File: src/rtl/intvec_pkg.sv
package intvec_pkg;
  localparam int unsigned VEC_W  = 16;
  localparam int unsigned LVL_LO = 0;
  localparam int unsigned LVL_HI = 1;
  typedef logic [VEC_W-1:0] vec_t;

  function automatic vec_t vec_addr(vec_t base, vec_t step, vec_t idx);
    return base + step * idx;
  endfunction
endpackage

File: src/rtl/intvec_src.sv
module intvec_src #(
  parameter int unsigned NSRC = 13,
  parameter logic [NSRC-1:0] PAIR_MASK = 13'b1_0000_0011_0000
) (
  input  logic [NSRC-1:0] req_main,
  input  logic [NSRC-1:0] req_alt,
  input  logic [NSRC-1:0] en,
  input  logic            glob_en,
  input  logic [NSRC-1:0] prio,
  output logic [NSRC-1:0] pend_hi,
  output logic [NSRC-1:0] pend_lo
);
  logic [NSRC-1:0] flag;
  logic [NSRC-1:0] elig;

  assign flag    = req_main | (req_alt & PAIR_MASK);
  assign elig    = flag & en & {NSRC{glob_en}};
  assign pend_hi = elig & prio;
  assign pend_lo = elig & ~prio;
endmodule

File: src/rtl/intvec_pick.sv
module intvec_pick #(
  parameter int unsigned N     = 13,
  parameter int unsigned IDX_W = 4
) (
  input  logic [N-1:0]     vec,
  output logic             hit,
  output logic [IDX_W-1:0] idx
);
  always_comb begin
    hit = |vec;
    idx = '0;
    for (int i = N - 1; i >= 0; i--) begin
      if (vec[i]) idx = IDX_W'(i);
    end
  end
endmodule

File: src/rtl/intvec_level.sv
module intvec_level (
  input  logic       clk,
  input  logic       rst,
  input  logic       take_hi,
  input  logic       take_lo,
  input  logic       ret_done,
  input  logic       access,
  input  logic       insn_done,
  output logic [1:0] in_service,
  output logic       hold
);
  import intvec_pkg::*;

  always_ff @(posedge clk) begin
    if (rst) begin
      in_service <= '0;
    end else if (ret_done) begin
      if (in_service[LVL_HI]) in_service[LVL_HI] <= 1'b0;
      else                    in_service[LVL_LO] <= 1'b0;
    end else if (take_hi) begin
      in_service[LVL_HI] <= 1'b1;
    end else if (take_lo) begin
      in_service[LVL_LO] <= 1'b1;
    end
  end

  always_ff @(posedge clk) begin
    if (rst)                    hold <= 1'b0;
    else if (ret_done | access) hold <= 1'b1;
    else if (insn_done)         hold <= 1'b0;
  end
endmodule

File: src/rtl/intvec_ctrl.sv
module intvec_ctrl #(
  parameter int unsigned NSRC  = 13,
  parameter int unsigned IDX_W = $clog2(NSRC),
  parameter logic [NSRC-1:0] PAIR_MASK = 13'b1_0000_0011_0000,
  parameter logic [15:0] VEC_BASE = 16'h0003,
  parameter logic [15:0] VEC_STEP = 16'h0008
) (
  input  logic            clk,
  input  logic            rst,
  input  logic [NSRC-1:0] req_main,
  input  logic [NSRC-1:0] req_alt,
  input  logic            en_wr,
  input  logic            en_rd,
  input  logic [NSRC:0]   en_wdata,
  input  logic            pri_wr,
  input  logic            pri_rd,
  input  logic [NSRC-1:0] pri_wdata,
  input  logic            insn_done,
  input  logic            ret_done,
  output logic            take,
  output logic [15:0]     vector,
  output logic [IDX_W-1:0] src_idx,
  output logic [1:0]      in_service,
  output logic [NSRC:0]   en_q,
  output logic [NSRC-1:0] pri_q
);
  import intvec_pkg::*;

  logic [NSRC-1:0] pend_hi, pend_lo;
  logic            hi_hit, lo_hit, hold, access, allow, go_hi, go_lo;
  logic [IDX_W-1:0] hi_idx, lo_idx, sel_idx;

  always_ff @(posedge clk) begin
    if (rst) begin
      en_q  <= '0;
      pri_q <= '0;
    end else begin
      if (en_wr)  en_q  <= en_wdata;
      if (pri_wr) pri_q <= pri_wdata;
    end
  end

  intvec_src #(.NSRC(NSRC), .PAIR_MASK(PAIR_MASK)) u_src (
    .req_main(req_main), .req_alt(req_alt), .en(en_q[NSRC-1:0]),
    .glob_en(en_q[NSRC]), .prio(pri_q), .pend_hi(pend_hi), .pend_lo(pend_lo)
  );

  intvec_pick #(.N(NSRC), .IDX_W(IDX_W)) u_pick_hi (
    .vec(pend_hi), .hit(hi_hit), .idx(hi_idx)
  );

  intvec_pick #(.N(NSRC), .IDX_W(IDX_W)) u_pick_lo (
    .vec(pend_lo), .hit(lo_hit), .idx(lo_idx)
  );

  assign access  = en_wr | en_rd | pri_wr | pri_rd;
  assign allow   = insn_done & ~hold & ~ret_done & ~access;
  assign go_hi   = allow & hi_hit & ~in_service[LVL_HI];
  assign go_lo   = allow & ~hi_hit & lo_hit & (in_service == 2'b00);
  assign sel_idx = go_hi ? hi_idx : lo_idx;

  intvec_level u_level (
    .clk(clk), .rst(rst), .take_hi(go_hi), .take_lo(go_lo),
    .ret_done(ret_done), .access(access), .insn_done(insn_done),
    .in_service(in_service), .hold(hold)
  );

  always_ff @(posedge clk) begin
    if (rst) begin
      take    <= 1'b0;
      src_idx <= '0;
      vector  <= '0;
    end else begin
      take <= go_hi | go_lo;
      if (go_hi | go_lo) begin
        src_idx <= sel_idx;
        vector  <= vec_addr(VEC_BASE, VEC_STEP, vec_t'(sel_idx));
      end
    end
  end
endmodule

File: config.mk
export PLATFORM = sky130hd
export DESIGN_NAME = intvec_ctrl
export DESIGN_NICKNAME = d
export VERILOG_FILES = /design/src/rtl/intvec_pkg.sv /design/src/rtl/intvec_src.sv /design/src/rtl/intvec_pick.sv /design/src/rtl/intvec_level.sv /design/src/rtl/intvec_ctrl.sv
export SDC_FILE = /design/constraint.sdc
export NUM_CORES = 1
export LEC_CHECK = 0
export BUFFER_PORTS_ARGS = -buffer_cell sky130_fd_sc_hd__buf_4
export CAP_MARGIN = 20
export CORE_MARGIN = 3
export CORE_UTILIZATION = 30
export DETAILED_ROUTE_END_ITERATION = 8
export GPL_TIMING_DRIVEN = 0
export PLACE_DENSITY = 0.65
export SYNTH_ARGS = -nofsm -noshare
export SYNTH_HDL_FRONTEND = slang
export SYNTH_SLANG_ARGS = --single-unit
File: constraint.sdc
create_clock -name clk -period 2.4 [get_ports clk]
set_input_delay 0.48 -clock clk [delete_from_list [all_inputs] [get_ports clk]]
set_output_delay 0.48 -clock clk [all_outputs]
set_load 0.01 [all_outputs]
* Word level (Yosys, flattened, before mapping)
Cells that the tools add are included.
** Word-level totals
- Bits in registers :: 51
- Logic and storage cells :: 75
** Cells by class
- $add $sub $neg :: 1
- Equality and inequality tests :: 2
- Mux-type cells :: 33
- Bitwise operators :: 24
- Reductions and logical operators :: 7
** Operators with widths (count)
- 4-bit two-way mux :: 27
- 13-bit bitwise AND :: 4
- 13-bit OR reduction :: 2
- 13-bit NOT :: 1
- 13-bit OR :: 1
- 2-bit by 7-bit adder with 8-bit output (first input constant) :: 1
- 1-bit bitwise AND :: 8
- 1-bit two-way mux :: 6
- 1-bit NOT :: 5
- 1-bit OR :: 5
- 2-bit inequality test (second input constant) :: 2
- 2-bit nonzero test :: 2
- 3-bit AND reduction :: 1
- 2-bit zero test :: 1
- 2-bit OR reduction :: 1

* Longest topological paths before layout
- Depth in word-level cells :: 19
- Mapped depth :: 8
- Gate-level depth less buffers :: 6

* By module
Synthesis repeated with hierarchy kept, for this count alone.
** Unflattened totals
- Cells, all modules :: 252
- Area total of the unflattened synthesis :: 2033.2 sq um
** Modules (own cells, without submodules)
- intvec_ctrl :: instances 1, cells an instance 141, area each 1408.9 sq um
- intvec_pick :: instances 2, cells an instance 23, area each 137.6 sq um
- intvec_src :: instances 1, cells an instance 53, area each 230.2 sq um
- intvec_level :: instances 1, cells an instance 12, area each 118.9 sq um

* Worst setup path before layout
Ideal clock, no wire load.
- Kind :: in2reg
- From :: input pri_wr
- To :: register src_idx[0]
- Arrival time :: 2.090 ns
- Data required time :: 2.284 ns
- Slack :: 0.195 ns
- Cell stages on the path :: 7
- Cells stage by stage :: buf_2 -> nor3_2 -> nand4_1 -> or3_4 -> a2111oi_4 -> o22ai_1 -> a31o_1
** Between the ends
- Cells in the longest elaborated chain, start to end :: 8
** Ends and longest elaborated chain
- start, declared :: line intvec_ctrl.sv:15 : input logic pri_wr,
- 1-bit OR (*) (2 in series) :: line intvec_ctrl.sv:56 : assign access = en_wr | en_rd | pri_wr | pri_rd;
- 1-bit NOT (*) :: line intvec_ctrl.sv:57 : assign allow = insn_done & ~hold & ~ret_done & ~access;
- 1-bit bitwise AND (*) :: line intvec_ctrl.sv:57
- 1-bit bitwise AND (3 in series) :: line intvec_ctrl.sv:59 : assign go_lo = allow & ~hi_hit & lo_hit & (in_service == 2'b00);
- 1-bit OR :: line intvec_ctrl.sv:75 : if (go_hi | go_lo) begin
- end signal, assigned :: line intvec_ctrl.sv:76 : src_idx <= sel_idx;
- end, declared :: line intvec_ctrl.sv:22 : output logic [IDX_W-1:0] src_idx,
Every way passes the cells marked *; elsewhere a longest branch is shown, timed or not.
A chain may end at the register's enable or synchronous reset.

* Worst setup path after layout
- From :: register en_q[13]
- To :: register src_idx[0]
** Between the ends
- Cells in the longest elaborated chain, start to end :: 15
** Ends and longest elaborated chain
- start, declared :: line intvec_ctrl.sv:24 : output logic [NSRC:0] en_q,
- start signal, assigned :: line intvec_ctrl.sv:38 : if (en_wr) en_q <= en_wdata;
- 13-bit bitwise AND (*) :: line intvec_src.sv:17 : assign elig = flag & en & {NSRC{glob_en}};
- 13-bit bitwise AND (on tied branches) :: line intvec_src.sv:19, intvec_src.sv:18
- 4-bit two-way mux (12 in series) :: line intvec_pick.sv:13 : if (vec[i]) idx = IDX_W'(i);
- 4-bit two-way mux :: line intvec_ctrl.sv:60 : assign sel_idx = go_hi ? hi_idx : lo_idx;
Marks and branches as above.

==> out/metrics.cfg <==
[drt]
viasPerCell=5.04
wl_mm=6.02
drt-initial-drc-count=71
vias=2058
dr.pass1.iters=4
routedWlPerCell_um=14.8
remaining_drc_errors=0
drt.antenna.violating_nets=0

[synthesis]
ys.flop_type=dfxtp_1
seq_area_frac_synth_pct=34.8
yosys_warnings=0
async_reset_ff_share_pct=0
synth.top_cell.area_share_pct=34.8
netlist_area_mm2=0.00207
synth_area_leaders=dfxtp_1 35%, mux2i_1 13%, nor2_1 8.2%
ys_ff_latch=36
syn_avg_cell_area_um2=9.12
synth_edf_count=0
synth_top_area_cell=dfxtp_1
ys_types=42
syn_inst=227

[setup_path]
critical_path_depth=8
required_ns=2.58
crit_fanout=10
end_kind=flip-flop
crit_path_max_incr_delay_ns=0.40
worstPathArrival_ns=2.39
crit_slowest_cell=or3_4
critPathBufInv=2
path_cells=buf_6, buf_8, o2111ai_2, nand4_2, or3_4, a2111oi_4, o22ai_1, a31o_1
critPathTopFamily=compound AO/OA/AOI/OAI gates
crit_type=reg2reg
startpoint_type=flip-flop
reg2regPathDepth=8

[clocking]
clk_latency_ns=0.29
cts_tree=built
cts_buffer_depth=2
post_cts_buffers=0
cts_buffers=5
clock_sinks=36
clkSlewWorstSetupHoldPaths_ns=0.07
htree_levels=2
root_buffer=clkbuf_8

[cells_and_area]
nets=392
drive_gt1_share_pct=39.3
final_core_util_pct=45.2
layout_commonest_cell=buf_4
final_area_mm2=0.00295
layout_common_cells=105 x buf_4, 45 x nor2_1, 36 x dfxtp_1
area_growth_pct=42.6
num_antenna_cells=0

[global_routing]
grt_util_all_layers_pct=15.2
grt_overflow=0
grt_max_degree=11
grt_first_pass_wirelength_mm=9.14
grt_pass1_vias=1904
antenna_found_initial=0

[sta]
period_needed_ns=2.20
rsz0062_at_grt=no
finalMaxSlewViolations=0
final_hold_viol_count=0
finalClockSkew_ns=0.00486
max_clock_freq_mhz=454
fin_hold_ws_ns=0.362
tightest_slew_ns=0.842
min_period_over_period_pct=91.8
setup_viol=0
slew_headroom_pct=43.9

[place]
hpwl_mm=4.83
io_buffers=88
gp_congestion=0.911
placed_cell_area_mm2=0.00286

[die]
dieHeight_um=89.1
core_mm2=0.00653
die-area_mm2=0.00793
die_x_um=89.1
start_util_pct=31.7
rows=29
ios=111

[power_and_ir_drop]
ir_drop_uv=313
finalPower_w=0.00132
p_per_area_mw_per_mm2=448
p_leak_nw=1.42

[run_status]
status=complete, no violations

[worst_hold_path]
whs_path_depth=2
worstHoldPathType=in2reg

[job]
max_cap_viol_count=0

[flip-flops by register name, indices dropped and copies added, names as in the netlist]
register and cells:
en_q 14, pri_q 13, src_idx 4, take 1
u_level.hold 1, u_level.in_service 2, vector 1
[layer usage]
| layer | routed length, µm | GRT usage [%] |
|---|---|---|
| met2 | 2820 | 24.9 |
| met4 | 119 | 6.77 |
| met5 | 0 | 0 |
| met1 | 2580 | 18.2 |
| met3 | 500 | 4.79 |
[Yosys cell counts, drive strengths merged (4+ instances only)]
| cell | n |
|---|---|
| buf | 23 |
| dfxtp | 36 |
| mux2i | 27 |
| nor2 | 45 |
| nand4 | 15 |
| nand2 | 4 |
| and4b | 7 |
| o21ai | 8 |
| a31oi | 5 |
| nand2b | 4 |
| nor3 | 6 |
| o211ai | 4 |
| clkbuf | 4 |
[final cells by class]
| class | instances | area, µm² |
|---|---|---|
| sequential | 36 | 721 |
| multi-input combinational | 171 | 1200 |
| timing repair buffer | 88 | 661 |
| fill | 672 | 3580 |
| buffer | 27 | 193 |
| inverter | 2 | 7.51 |
| clock inverter | 1 | 5.00 |
| clock buffer | 6 | 72.6 |
| tap | 77 | 96.3 |
[path summary, 6_finish.rpt]
path                                              to                    start  slack, ns
setup reg to reg             src_idx[0]$_SDFFE_PP0P_    en_q[13]$_SDFFE_PP0P_       0.20
hold / removal    u_level.in_service[1]$_SDFFE_PP0P_                 ret_done       0.36
hold reg to reg              src_idx[3]$_SDFFE_PP0P_  src_idx[3]$_SDFFE_PP0P_       0.48
setup / recovery             src_idx[0]$_SDFFE_PP0P_    en_q[13]$_SDFFE_PP0P_       0.20
[repair_timing]
action | 4_1_cts | 5_1_grt
setup endpoints to repair | 0 | 3
resized for setup | 0 | 3
hold buffers | 0 | 0
[per-stage QoR]
| stage | setup TNS (ns) | cells | worst slack (ns) |
|---|---|---|---|
| floorplan | 0 | 236 | 0.195 |
| global placement | 0 | 401 | 0.00621 |
| detailed placement | -0.0241 | 401 | -0.0241 |
| CTS | 0 | 408 | 0.0512 |
| global route | 0 | 408 | 0.0366 |
| finish | 0 | 408 | 0.197 |
[logic make-up (layout without fill, tap and decap cells)]
logic type / Yosys count / count (layout) / synth area share, %
other: 1 / 10 / 0.181
buffers and inverters: 29 / 124 / 9.67
AND/OR/NAND/NOR: 100 / 100 / 29.4
AO/OA/AOI/OAI: 34 / 34 / 12.9
multiplexers: 27 / 27 / 13.1
flip-flops: 36 / 36 / 34.8
[report_power, final]
group,switching [W],internal (W),leakage (nW)
Sequential,0.0000322,0.000626,0.296
Combinational,0.000115,0.000143,1.09
Clock,0.000210,0.000197,0.0410
Total,0.000357,0.000966,1.42
(Power assumes the default switching activity.)
